--- src/rtl/txr_pkg.sv ---
package txr_pkg;
  localparam int DW       = 32;
  localparam int AW       = 2 * DW;
  localparam int LEN_W    = 16;
  localparam int STS_W    = 16;
  localparam int DB_BIT   = 6;
  // control word flags
  localparam int C_OWN    = 31;
  localparam int C_EOR    = 30;
  localparam int C_FS     = 29;
  localparam int C_LS     = 28;
  // status pulse positions
  localparam int S_TOK    = 2;
  localparam int S_TER    = 3;
  localparam int S_TDU    = 7;
  // word offsets inside a descriptor
  localparam logic [1:0] W_CTL = 2'd0;
  localparam logic [1:0] W_ALO = 2'd2;
  localparam logic [1:0] W_AHI = 2'd3;

  typedef enum logic [2:0] {
    ST_IDLE, ST_CTL, ST_ALO, ST_AHI, ST_XFER, ST_WB
  } txr_state_e;
endpackage

--- src/rtl/txr_doorbell.sv ---
module txr_doorbell
  import txr_pkg::*;
(
  input  logic       clk_i,
  input  logic       rst_ni,
  input  logic       poll_we_i,
  input  logic [7:0] poll_data_i,
  input  logic       ack_i,
  output logic       start_o
);
  logic db_now, pend_q;

  assign db_now  = poll_we_i & poll_data_i[DB_BIT];
  assign start_o = db_now | pend_q;

  // collapses any number of rings into one pending scan
  always_ff @(posedge clk_i or negedge rst_ni) begin
    if (!rst_ni)    pend_q <= 1'b0;
    else if (ack_i) pend_q <= 1'b0;
    else if (db_now) pend_q <= 1'b1;
  end
endmodule

--- src/rtl/txr_addr_gen.sv ---
module txr_addr_gen
  import txr_pkg::*;
#(
  parameter int IDX_W = 10
) (
  input  logic [DW-1:0]    base_lo_i,
  input  logic [DW-1:0]    base_hi_i,
  input  logic [IDX_W-1:0] idx_i,
  input  logic [1:0]       woff_i,
  output logic [AW-1:0]    addr_o
);
  localparam int SLOT_SH = 4;
  logic [AW-1:0] base, slot, word;

  assign base   = {base_hi_i, base_lo_i};
  assign slot   = AW'(idx_i) << SLOT_SH;
  assign word   = AW'(woff_i) << 2;
  assign addr_o = base + slot + word;
endmodule

--- src/rtl/txr_seq.sv ---
module txr_seq
  import txr_pkg::*;
#(
  parameter int IDX_W = 10
) (
  input  logic             clk_i,
  input  logic             rst_ni,
  input  logic             start_i,
  output logic             ack_o,
  output logic             mem_req_o,
  output logic             mem_we_o,
  output logic [1:0]       woff_o,
  output logic [DW-1:0]    wdata_o,
  input  logic             mem_ready_i,
  input  logic [DW-1:0]    mem_rdata_i,
  output logic [IDX_W-1:0] idx_o,
  output logic             frm_valid_o,
  output logic [AW-1:0]    frm_addr_o,
  output logic [LEN_W-1:0] frm_len_o,
  input  logic             frm_done_i,
  output logic [STS_W-1:0] sts_o
);
  txr_state_e st_q, st_d;
  logic [DW-1:0]    ctl_q, alo_q, ahi_q;
  logic [IDX_W-1:0] idx_q;
  logic [STS_W-1:0] sts_d, sts_q;
  logic             seg_ok;

  assign seg_ok = ctl_q[C_FS] & ctl_q[C_LS];

  always_comb begin
    st_d  = st_q;
    ack_o = 1'b0;
    sts_d = '0;
    unique case (st_q)
      ST_IDLE: if (start_i) begin st_d = ST_CTL; ack_o = 1'b1; end
      ST_CTL: if (mem_ready_i) begin
        if (!mem_rdata_i[C_OWN]) begin
          sts_d[S_TDU] = 1'b1;
          if (start_i) ack_o = 1'b1;
          else         st_d  = ST_IDLE;
        end else st_d = ST_ALO;
      end
      ST_ALO: if (mem_ready_i) st_d = ST_AHI;
      ST_AHI: if (mem_ready_i) st_d = seg_ok ? ST_XFER : ST_WB;
      ST_XFER: if (frm_done_i) st_d = ST_WB;
      ST_WB: if (mem_ready_i) begin
        st_d = ST_CTL;
        if (seg_ok) sts_d[S_TOK] = 1'b1;
        else        sts_d[S_TER] = 1'b1;
      end
      default: st_d = ST_IDLE;
    endcase
  end

  always_ff @(posedge clk_i or negedge rst_ni) begin
    if (!rst_ni) begin
      st_q  <= ST_IDLE;
      ctl_q <= '0;
      alo_q <= '0;
      ahi_q <= '0;
      idx_q <= '0;
      sts_q <= '0;
    end else begin
      st_q  <= st_d;
      sts_q <= sts_d;
      if (mem_ready_i) begin
        if (st_q == ST_CTL) ctl_q <= mem_rdata_i;
        if (st_q == ST_ALO) alo_q <= mem_rdata_i;
        if (st_q == ST_AHI) ahi_q <= mem_rdata_i;
        if (st_q == ST_WB)  idx_q <= ctl_q[C_EOR] ? '0 : idx_q + 1'b1;
      end
    end
  end

  always_comb begin
    mem_req_o = 1'b0;
    mem_we_o  = 1'b0;
    woff_o    = W_CTL;
    unique case (st_q)
      ST_CTL:  mem_req_o = 1'b1;
      ST_ALO:  begin mem_req_o = 1'b1; woff_o = W_ALO; end
      ST_AHI:  begin mem_req_o = 1'b1; woff_o = W_AHI; end
      ST_WB:   begin mem_req_o = 1'b1; mem_we_o = 1'b1; end
      default: ;
    endcase
  end

  assign wdata_o     = {1'b0, ctl_q[DW-2:0]};
  assign idx_o       = idx_q;
  assign frm_valid_o = (st_q == ST_XFER);
  assign frm_addr_o  = {ahi_q, alo_q};
  assign frm_len_o   = ctl_q[LEN_W-1:0];
  assign sts_o       = sts_q;
endmodule

--- src/rtl/txr_engine.sv ---
module txr_engine
  import txr_pkg::*;
#(
  parameter int IDX_W = 10
) (
  input  logic             clk_i,
  input  logic             rst_ni,
  input  logic [31:0]      base_lo_i,
  input  logic [31:0]      base_hi_i,
  input  logic             poll_we_i,
  input  logic [7:0]       poll_data_i,
  output logic             mem_req_o,
  output logic             mem_we_o,
  output logic [63:0]      mem_addr_o,
  output logic [31:0]      mem_wdata_o,
  input  logic             mem_ready_i,
  input  logic [31:0]      mem_rdata_i,
  output logic             frm_valid_o,
  output logic [63:0]      frm_addr_o,
  output logic [15:0]      frm_len_o,
  input  logic             frm_done_i,
  output logic [15:0]      sts_o
);
  logic             start, ack;
  logic [1:0]       woff;
  logic [IDX_W-1:0] idx;

  txr_doorbell u_db (
    .clk_i, .rst_ni, .poll_we_i, .poll_data_i,
    .ack_i(ack), .start_o(start)
  );

  txr_seq #(.IDX_W(IDX_W)) u_seq (
    .clk_i, .rst_ni,
    .start_i(start), .ack_o(ack),
    .mem_req_o, .mem_we_o, .woff_o(woff), .wdata_o(mem_wdata_o),
    .mem_ready_i, .mem_rdata_i,
    .idx_o(idx),
    .frm_valid_o, .frm_addr_o, .frm_len_o, .frm_done_i,
    .sts_o
  );

  txr_addr_gen #(.IDX_W(IDX_W)) u_ag (
    .base_lo_i, .base_hi_i, .idx_i(idx), .woff_i(woff), .addr_o(mem_addr_o)
  );
endmodule

--- config.mk ---
export PLATFORM = sky130hd
export DESIGN_NAME = txr_engine
export DESIGN_NICKNAME = d
export VERILOG_FILES = /design/src/rtl/txr_pkg.sv /design/src/rtl/txr_doorbell.sv /design/src/rtl/txr_addr_gen.sv /design/src/rtl/txr_seq.sv /design/src/rtl/txr_engine.sv
export SDC_FILE = /design/constraint.sdc
export NUM_CORES = 1
export LEC_CHECK = 0
export BUFFER_PORTS_ARGS = -buffer_cell sky130_fd_sc_hd__buf_2
export CAP_MARGIN = 20
export CORE_ASPECT_RATIO = 1.75
export CORE_MARGIN = 2
export CORE_UTILIZATION = 47
export DETAILED_ROUTE_END_ITERATION = 7
export PLACE_DENSITY = 0.82
export SETUP_SLACK_MARGIN = 0.15
export SYNTH_ARGS = -nofsm -noshare
export SYNTH_HDL_FRONTEND = slang
export SYNTH_SLANG_ARGS = --single-unit
--- constraint.sdc ---
create_clock -name clk_i -period 3.65 [get_ports clk_i]
set_input_delay 0.1825 -clock clk_i [delete_from_list [all_inputs] [get_ports clk_i]]
set_output_delay 0.1825 -clock clk_i [all_outputs]
set_load 0.01 [all_outputs]
==> results of run 1 <==
## worst max-delay path, cell delays in order, from the launching register on
cell and delay [ps]:
dfrtp_1 400, nor2b_2 150, inv_2 70, nor2_1 90, ha_1 170, inv_1 60
fa_2 350, nand2b_1 170, a21o_1 240, a21bo_2 230, a211oi_4 230, buf_6 160
nand3_1 130, xnor2_1 190, buf_2 140
## what timing repair did
item,in CTS,in global routing
endpoints found under the hold margin,37,0
buffers inserted,2,3
endpoints found under the setup margin,10,31
hold buffers,1,0
resized for setup,1,8
pin swaps,1,3
## cells by family (layout without fill, tap and decap cells)
logic type                 count (synthesis)  after routing
and+or+nand+nor                          187            187
adders and majority gates                 14             14
muxes                                     98             98
DFF                                      112            112
xor gates and xnor gates                  62             62
AOI/OAI and AO/OA                         60             60
other                                      1             15
buffers and inverters                     66            323
## where the power goes
part	leakage [nW]	switching, mW	internal (mW)
clock	0.149	0.459	0.541
combinational	2.49	1.41	1.31
sequential	1.34	0.377	1.83
## metal layers
metal / vias up / global-route usage (%)
li1: 2603 / -
met1: 2699 / 22.9
met2: 333 / 46.6
met3: 74 / 7.59
met4: 2 / 14.7
met5: - / 0
## synthesized netlist by cell type, types with 3 or more instances
| cell | number |
|---|---|
| and3_1 | 12 |
| nand2b_1 | 7 |
| a21o_1 | 7 |
| clkbuf_1 | 6 |
| xnor2_1 | 30 |
| inv_1 | 14 |
| nor3_1 | 16 |
| nand4_1 | 18 |
| and2_1 | 4 |
| dfrtp_1 | 112 |
| nand2_1 | 35 |
| mux2_2 | 94 |
| nand3_1 | 27 |
| buf_4 | 32 |
| mux2i_1 | 3 |
| a21oi_1 | 23 |
| nor4_1 | 5 |
| ha_1 | 13 |
| buf_2 | 11 |
| o21ai_0 | 12 |
| nor2_1 | 36 |
| nor4_2 | 5 |
| buf_1 | 3 |
| xor2_1 | 32 |
## sequential cells by signal, summed over array words and instances (netlist names)
| signal | flops |
|---|---|
| u_seq.st_q | 3 |
| u_seq.sts_o | 3 |
| u_db.pend_q | 1 |
| u_seq.ahi_q | 32 |
| u_seq.idx_o | 10 |
| u_seq.ctl_q | 31 |
| u_seq.alo_q | 32 |
## per-stage QoR
stage | cell area, µm² | utilization (%) | setup slack (ps) | std cells | hold WS (ps)
after floorplan | 6490 | - | 744 | 613 | -113
after global routing | 8230 | 61.5 | 186 | 1045 | 76.0
final | 8230 | 61.5 | 329 | 1045 | 83.4
after detailed placement | 7850 | 58.6 | 371 | 1022 | 363
after global placement | 7850 | 58.6 | 483 | 1022 | 365
after CTS | 8180 | 61.1 | 169 | 1041 | 70.0
## final timing paths
| kind | from | end | depth (start not counted) |
|---|---|---|---|
| worst max-delay path | u_seq.st_q[2]$_DFFE_PN0P_ | mem_addr_o[52] | 14 |
| worst min-delay path | mem_rdata_i[1] | u_seq.alo_q[1]$_DFFE_PN0P_ | 2 |
| worst max register to register | u_seq.st_q[1]$_DFFE_PN0P_ | u_seq.idx_o[8]$_DFFE_PN0P_ | 7 |
| worst min register to register | u_seq.alo_q[1]$_DFFE_PN0P_ | u_seq.alo_q[1]$_DFFE_PN0P_ | 1 |
| max in group asynchronous | rst_ni | u_seq.st_q[0]$_DFFE_PN0P_ | 3 |
| min in group asynchronous | rst_ni | u_seq.alo_q[24]$_DFFE_PN0P_ | 2 |
## layout make-up
cell class / count / area, µm²
tap: 174 / 218
antenna: 1 / 2.50
timing repair buffer: 293 / 1510
sequential: 112 / 2800
clock buffer: 9 / 225
inverter: 14 / 52.6
clock inverter: 7 / 78.8
fill: 1086 / 5160
multi-input combinational: 435 / 3330
==> flow_metrics.env, run 1 <==
export IMPL_synth_edf_count=0
export IMPL_initial_core_util_pct=48.1
export IMPL_grt_pass1_wl_um=28900
export IMPL_synth_area_leaders="dfrtp_1, mux2_2, xor2_1"
export IMPL_vias=5711
export IMPL_overflow=0
export IMPL_syn_instance_count=600
export IMPL_vias_per_cell=5.47
export IMPL_worstSkewPairLatency_ps=340
export IMPL_worst_slew_pin_slew_ps=891
export IMPL_drc=0
export IMPL_cts_made_buffers=9
export IMPL_fin_total_pwr_mw=5.92
export IMPL_finalMaxSlewViolations=0
export IMPL_max_vdd_ir_drop_mv=0.741
export IMPL_ios=304
export IMPL_status="finished clean"
export IMPL_die_area_um2=14700
export IMPL_globalplace_congestion=0.965
export IMPL_layout_common_cells="buf_2, dfrtp_1, mux2_2, nand2_1, nor2_1"
export IMPL_num_rows=56
export IMPL_arrival_ps=3140
export IMPL_clock_fmax_mhz=301
export IMPL_synthXorXnorAreaFrac_pct=8.43
export IMPL_io_buffers=278
export IMPL_final_common_cell="buf_2"
export IMPL_synth_top_area_share_pct=43.5
export IMPL_synth_fa_ha_area_share_pct=2.83
export IMPL_synth_top_family_by_area="multiplexers"
export IMPL_die_w_um=92.5
export IMPL_fin_crit_sh_pct=91.0
export IMPL_highest_layer="met5"
export IMPL_clock_sinks=112
export IMPL_path_class="flop to primary output"
export IMPL_fin_nets=988
export IMPL_synth_compound_gate_area_share_pct=6.10
export IMPL_antenna_found_initial=2
export IMPL_finalSetupTns_ps=0
export IMPL_cp_data_required_time_ps=3470
export IMPL_rsz0062_at_grt="no"
export IMPL_drive_gt1_share_pct=49.4
export IMPL_cts_tree="built"
export IMPL_ys_seq_area_share_pct=43.5
export IMPL_cts_max_level=3
export IMPL_avgSynthCellArea_um2=10.7
export IMPL_p_leak_nw=3.99
export IMPL_grt_start_max_net_pins=76
export IMPL_wl_um=18800
export IMPL_ys_flop_type="dfrtp_1"
export IMPL_min_path_type="input port to flop"
export IMPL_die_h_um=159
export IMPL_dr_pass1_iters=5
export IMPL_yosysTopAreaCell="dfrtp_1"
export IMPL_start_kind="flop"
export IMPL_drt_iter0_markers=190
export IMPL_slew_headroom_pct=40.6
export IMPL_ys_ff_latch=112
export IMPL_gr_usage_all_layers_pct=25.0
export IMPL_routedWlPerCell_um=18.0
export IMPL_synth_simple_gate_area_share_pct=16.1
export IMPL_crit_path_end_kind="primary output"
export IMPL_power_density_nw_per_um2=720
export IMPL_path_max_fanout=7
export IMPL_setup_viol_count_final=0
export IMPL_clk_pin_slew_ps=80
export IMPL_route_met2_wl_um=10100
export IMPL_finalCriticalPeriod_ps=3320
export IMPL_wl_met1_um=5880
export IMPL_final_hold_viol_count=0
export IMPL_wl_met3_um=1680
export IMPL_postRouteAntennaNets=0
export IMPL_synthArstFlopShare_pct=100
export IMPL_netlist_area_um2=6440
export IMPL_grt_pass1_vias=5747
export IMPL_clk_path_buf_depth=2
export IMPL_r2r_slack_ps=1590
export IMPL_maxCapViolCount=0
export IMPL_area_growth_syn_to_layout_pct=27.7
export IMPL_final_setup_skew_ps=5.74
export IMPL_hpwlAfterDp_um=14600
export IMPL_synth_mux_area_share_pct=17.1
export IMPL_coreArea_um2=13400
export IMPL_clockRootBuffer="clkbuf_16"
export IMPL_yosysWarnings=0
export IMPL_ys_types=62
No activity file was read; power rests on OpenSTA's default activity.
==> inputs of run 2 (changes only) <==
--- a/config.mk
+++ b/config.mk
@@ -11,8 +11,8 @@
 export CORE_MARGIN = 2
 export CORE_UTILIZATION = 47
 export DETAILED_ROUTE_END_ITERATION = 7
+export MAX_ROUTING_LAYER = met4
 export PLACE_DENSITY = 0.82
-export SETUP_SLACK_MARGIN = 0.15
 export SYNTH_ARGS = -nofsm -noshare
 export SYNTH_HDL_FRONTEND = slang
 export SYNTH_SLANG_ARGS = --single-unit
==> run 2 against run 1 <==
Net effect:
- power barely moved
- clock skew barely moved
- via count fell by 0.21%
- design area fell by 0.27%
==> flow_metrics.env, run 2 (synthesized netlist as in run 1, its figures left out) <==
export IMPL_cp_common_cell="inv_1"
export IMPL_timing_rr_start="u_seq.st_q[1]$_DFFE_PN0P_"
export IMPL_initial_core_util_pct=48.1
export IMPL_finalMaxSlewViolations=0
export IMPL_num_rows=56
export IMPL_power_frac_clock_pct=16.9
export IMPL_coreArea_um2=13400
export IMPL_worstHoldStart="mem_rdata_i[1]"
export IMPL_clk_path_buf_depth=2
export IMPL_drt_iter0_markers=218
export IMPL_die_area_um2=14700
export IMPL_clock_fmax_mhz=287
export IMPL_worstSkewPairLatency_ps=340
export IMPL_whs_path_depth=2
export IMPL_dp_cells=1022
export IMPL_reg2reg_depth=7
export IMPL_worst_slew_pin_slew_ps=893
export IMPL_globalplace_congestion=0.983
export IMPL_crit_chain="nor2b_1 > inv_1 > nor2_1 > ha_1 > inv_1 > fa_1 > nand2b_1 > a21o_1 > a21bo_2 > a211oi_4 > nand3_1 > xnor2_1 > buf_2"
export IMPL_pwr_share_comb_pct=45.8
export IMPL_status="finished clean"
export IMPL_r2r_slack_ps=1600
export IMPL_postRouteAntennaNets=0
export IMPL_dpl_worst_slack_ps=371
export IMPL_cts_tree="built"
export IMPL_die_h_um=159
export IMPL_gr_usage_all_layers_pct=25.6
export IMPL_fin_crit_sh_pct=95.4
export IMPL_grt_pass1_wl_um=28800
export IMPL_final_common_cell="buf_2"
export IMPL_die_w_um=92.5
export IMPL_antenna_found_initial=1
export IMPL_crit_path_end_kind="primary output"
export IMPL_min_path_type="input port to flop"
export IMPL_start_kind="flop"
export IMPL_io_buffers=278
export IMPL_fin_ws_ps=170
export IMPL_finalCriticalPeriod_ps=3480
export IMPL_arrival_ps=3300
export IMPL_clock_sinks=112
export IMPL_path_max_fanout=6
export IMPL_drc=0
export IMPL_path_class="flop to primary output"
export IMPL_reg_top3="u_seq.ahi_q: 32 flops, u_seq.alo_q: 32 flops, u_seq.ctl_q: 31 flops"
export IMPL_fill_cells=1086
export IMPL_r2r_end="u_seq.idx_o[8]$_DFFE_PN0P_"
export IMPL_slew_headroom_pct=40.5
export IMPL_seqPwrFrac_pct=37.2
export IMPL_maxCapViolCount=0
export IMPL_worst_path_largest_cell_delay_ps=420
export IMPL_max_vdd_ir_drop_mv=0.740
export IMPL_p_switching_mw=2.25
export IMPL_hold_path_endpoint="u_seq.alo_q[1]$_DFFE_PN0P_"
export IMPL_clockRootBuffer="clkbuf_16"
export IMPL_cts_max_level=3
export IMPL_layout_common_cells="buf_2, dfrtp_1, mux2_2, nor2_1, nand2_1"
export IMPL_grt_pass1_vias=5755
export IMPL_grt_start_max_net_pins=76
export IMPL_final_setup_skew_ps=6.20
export IMPL_cp_data_required_time_ps=3470
export IMPL_wl_um=18800
export IMPL_vias_per_cell=5.46
export IMPL_fin_nets=987
export IMPL_area_growth_syn_to_layout_pct=27.3
export IMPL_final_hold_viol_count=0
export IMPL_final_cells=1044
export IMPL_p_int_mw=3.67
export IMPL_drive_gt1_share_pct=48.8
export IMPL_p_leak_nw=3.98
export IMPL_hpwlAfterDp_um=14600
export IMPL_overflow=0
export IMPL_cpMaxStageDelayCell="a211oi_4"
export IMPL_cts_made_buffers=9
export IMPL_ios=304
export IMPL_setup_viol_count_final=0
export IMPL_swShare_pct=38.0
export IMPL_power_density_nw_per_um2=722
export IMPL_clk_pin_slew_ps=80
export IMPL_vias=5699
export IMPL_finalSetupTns_ps=0
export IMPL_dr_pass1_iters=5
export IMPL_routedWlPerCell_um=18.0
-- run 2: metal layers --
| metal | vias to the layer above | part of all wire (%) | routed length (µm) | global-route usage (%) |
|---|---|---|---|---|
| met5 | - | 0 | 0 | - |
| met4 | 0 | 5.1 | 958 | 14.2 |
| met3 | 58 | 7.6 | 1440 | 5.36 |
| met2 | 313 | 54 | 10200 | 46.7 |
| met1 | 2720 | 33 | 6240 | 24.3 |
| li1 | 2608 | - | - | - |
-- run 2: critical path: cells and delay by family (launching register included) --
| kind | cells | cell delay, ps |
|---|---|---|
| AO/OA/AOI/OAI | 3 | 850 |
| XOR/XNOR | 1 | 170 |
| adder cells (fa/ha/maj) | 2 | 570 |
| buffers and inverters | 3 | 310 |
| flip-flops | 1 | 380 |
| AND/OR/NAND/NOR | 4 | 670 |
-- run 2: timing repair --
action                                 4_1_cts  5_1_grt
pin swaps                                    0        2
hold buffers                                 1        0
buffers inserted                             0        4
endpoints found under the hold margin       37        0
resized for setup                            1        2
setup endpoints to repair                    1        8
-- run 2: layout make-up --
type                            count  area (µm²)  share of cell area (%)
Multi-Input combinational cell    435        3320                    40.5
Sequential cell                   112        2800                    34.2
Antenna cell                        1        2.50                  0.0305
Clock buffer                        9         225                    2.75
Clock inverter                      7        78.8                   0.961
Timing Repair Buffer              292        1500                    18.3
Tap cell                          174         218                    2.65
Inverter                           14        52.6                   0.641
-- run 2: how the worst max path moves through the flow --
| stage | slack [ps] | depth (start not counted) | start | end |
|---|---|---|---|---|
| 5_1_grt | -0.07 | 13 | u_seq.st_q[2]$_DFFE_PN0P_ | mem_addr_o[52] |
| 3_5_place_dp | 370 | 14 | u_seq.st_q[2]$_DFFE_PN0P_ | mem_addr_o[26] |
| 4_1_cts | 130 | 13 | u_seq.st_q[1]$_DFFE_PN0P_ | mem_addr_o[52] |
| 6_report | 170 | 13 | u_seq.st_q[1]$_DFFE_PN0P_ | mem_addr_o[52] |
| 2_1_floorplan | 740 | 13 | u_seq.st_q[2]$_DFFE_PN0P_ | mem_addr_o[40] |
| 3_3_place_gp | 480 | 13 | u_seq.st_q[2]$_DFFE_PN0P_ | mem_addr_o[22] |
-- run 2: metrics by stage --
stage | instance area (µm²) | utilization, % | power [mW] | hold slack [ps]
after floorplan | 6490 | - | 3.85 | -113
after global placement | 7850 | 58.6 | 4.79 | 365
after detailed placement | 7850 | 58.6 | 4.92 | 363
after CTS | 8160 | 61.0 | 5.96 | 70.0
after global routing | 8200 | 61.3 | 6.26 | 76.0
final | 8200 | 61.3 | 5.92 | 82.7
-- run 2: power groups by stage --
| stage | clock network (mW) | logic, mW | registers [mW] |
|---|---|---|---|
| after floorplan | 0 | 1.45 | 2.41 |
| after global placement | 0 | 2.62 | 2.17 |
| after detailed placement | 0 | 2.71 | 2.21 |
| after CTS | 1.03 | 2.73 | 2.20 |
| after global routing | 1.08 | 2.91 | 2.27 |
| final | 1.00 | 2.71 | 2.20 |
==> inputs of run 3 (changes only) <==
--- a/config.mk
+++ b/config.mk
@@ -7,12 +7,16 @@
 export LEC_CHECK = 0
 export BUFFER_PORTS_ARGS = -buffer_cell sky130_fd_sc_hd__buf_2
 export CAP_MARGIN = 20
+export CELL_PAD_IN_SITES_DETAIL_PLACEMENT = 2
+export CELL_PAD_IN_SITES_GLOBAL_PLACEMENT = 2
 export CORE_ASPECT_RATIO = 1.75
 export CORE_MARGIN = 2
-export CORE_UTILIZATION = 47
+export CORE_UTILIZATION = 28
 export DETAILED_ROUTE_END_ITERATION = 7
+export HOLD_SLACK_MARGIN = 0.06
 export MAX_ROUTING_LAYER = met4
-export PLACE_DENSITY = 0.82
+export PLACE_DENSITY = 0.83
+export REMOVE_ABC_BUFFERS = 1
 export SYNTH_ARGS = -nofsm -noshare
 export SYNTH_HDL_FRONTEND = slang
 export SYNTH_SLANG_ARGS = --single-unit
==> run 3 against run 2 <==
Net effect:
- final cell count grew 12%
- register-to-register slack worse by 80 ps
- power increased by 5.1%
- setup slack gained 100 ps
- die area rose by 65%
- routed wire length is 37% higher
- via count increased by 0.26%
- combinational power rose by 7%
- design area up 2.3%
- first-iteration DRC count down 44%
- clock power hardly changed
==> flow_metrics.env, run 3 (synthesized netlist as in run 1, its figures left out) <==
export IMPL_status="finished clean"
export IMPL_fin_ws_ps=273
export IMPL_clock_sinks=112
export IMPL_overflow=0
export IMPL_path_max_fanout=7
export IMPL_finalCriticalPeriod_ps=3380
export IMPL_vias_per_cell=4.88
export IMPL_p_leak_nw=3.99
export IMPL_die_h_um=205
export IMPL_grt_pass1_vias=6678
export IMPL_fill_cells=2553
export IMPL_cpMaxStageDelayCell="dfrtp_1"
export IMPL_gr_usage_all_layers_pct=21.8
export IMPL_place_area_um2=8020
export IMPL_crit_chain="nor2b_4 > inv_1 > nor2_1 > ha_1 > inv_1 > fa_2 > nand2b_1 > a21o_1 > a21bo_2 > a211oi_4 > buf_12 > nand4_1 > xnor2_1 > buf_2"
export IMPL_clockRootBuffer="clkbuf_16"
export IMPL_min_path_type="input port to flop"
export IMPL_layout_common_cells="buf_2, dfrtp_1, mux2_2, nand2_1, nor2_1"
export IMPL_critical_path_top_delay_family="compound AO/OA/AOI/OAI gates"
export IMPL_final_hold_viol_count=0
export IMPL_wl_um=25700
export IMPL_initial_core_util_pct=28.4
export IMPL_cts_max_level=3
export IMPL_path_buf_inv=4
export IMPL_num_rows=73
export IMPL_postRouteAntennaNets=0
export IMPL_clk_pin_slew_ps=80
export IMPL_maxCapViolCount=0
export IMPL_cts_made_buffers=9
export IMPL_dr_pass1_iters=4
export IMPL_fin_area_um2=8390
export IMPL_grt_start_max_net_pins=56
export IMPL_hpwlAfterDp_um=19500
export IMPL_path_class="flop to primary output"
export IMPL_cts_tree="built"
export IMPL_die_area_um2=24300
export IMPL_ios=304
export IMPL_arrival_ps=3190
export IMPL_routedWlPerCell_um=22.0
export IMPL_finalSetupTns_ps=0
export IMPL_r2r_slack_ps=1520
export IMPL_utilization_pct=37.0
export IMPL_power_density_nw_per_um2=741
export IMPL_hold_slack_ps=77.2
export IMPL_drive_gt1_share_pct=49.0
export IMPL_die_w_um=119
export IMPL_start_kind="flop"
export IMPL_crit_path_end_kind="primary output"
export IMPL_worst_path_largest_cell_delay_ps=410
export IMPL_drt_iter0_markers=123
export IMPL_cp_data_required_time_ps=3470
export IMPL_final_cells=1171
export IMPL_worstSkewPairLatency_ps=360
export IMPL_reg_top3="u_seq.ahi_q: 32 flops, u_seq.alo_q: 32 flops, u_seq.ctl_q: 31 flops"
export IMPL_worst_slew_pin_slew_ps=710
export IMPL_final_common_cell="buf_2"
export IMPL_dpl_worst_slack_ps=303
export IMPL_slew_headroom_pct=52.6
export IMPL_drc=0
export IMPL_fin_crit_sh_pct=92.5
export IMPL_clock_fmax_mhz=296
export IMPL_fin_nets=988
export IMPL_area_growth_syn_to_layout_pct=30.2
export IMPL_fin_total_pwr_mw=6.22
export IMPL_globalplace_congestion=0.843
export IMPL_grt_pass1_wl_um=39500
export IMPL_max_vdd_ir_drop_mv=0.546
export IMPL_setup_viol_count_final=0
export IMPL_vias=5714
export IMPL_clk_path_buf_depth=2
export IMPL_cp_common_cell="inv_1"
export IMPL_final_setup_skew_ps=9.15
export IMPL_rsz0062_at_grt="no"
export IMPL_io_buffers=278
export IMPL_antenna_found_initial=2
export IMPL_dp_cells=1150
export IMPL_coreArea_um2=22700
export IMPL_finalMaxSlewViolations=0
## run 3: power by group
part | leakage (nW) | switching, mW | total, mW | internal [mW]
Combinational | 2.51 | 1.59 | 2.91 | 1.32
Clock | 0.140 | 0.489 | 1.03 | 0.538
Sequential | 1.34 | 0.464 | 2.29 | 1.83
## run 3: area by class of cell
| class | count | area, µm² | share of cell area, % |
|---|---|---|---|
| multi-input combinational | 435 | 3340 | 39.8 |
| sequential | 112 | 2800 | 33.4 |
| timing repair buffer | 293 | 1520 | 18.1 |
| tap | 300 | 375 | 4.47 |
| clock buffer | 10 | 229 | 2.73 |
| clock inverter | 5 | 63.8 | 0.760 |
| inverter | 14 | 52.6 | 0.626 |
| antenna | 2 | 5.00 | 0.0596 |
## run 3: metal layers
layer	routed length, µm	global-route usage [%]
met5	0	-
met4	331	5.31
met3	1900	5.62
met2	14600	42.7
met1	8910	21.1
## run 3: path summary, 6_finish.rpt
kind | start | end | depth (start not counted)
max in group asynchronous | rst_ni | u_seq.ctl_q[26]$_DFFE_PN0P_ | 3
setup / recovery | u_seq.st_q[2]$_DFFE_PN0P_ | mem_addr_o[40] | 14
setup reg to reg | u_seq.st_q[1]$_DFFE_PN0P_ | u_seq.idx_o[8]$_DFFE_PN0P_ | 7
min in group asynchronous | rst_ni | u_seq.ahi_q[14]$_DFFE_PN0P_ | 2
hold / removal | mem_rdata_i[31] | u_seq.sts_o[7]$_DFF_PN0_ | 2
hold reg to reg | u_seq.ctl_q[26]$_DFFE_PN0P_ | u_seq.ctl_q[26]$_DFFE_PN0P_ | 1
## run 3: what timing repair did
action	in CTS	in global routing
pin swaps	1	2
hold endpoints to repair	53	0
setup endpoints to repair	7	22
resized for setup	1	6
buffers inserted	1	2
hold buffers	1	0
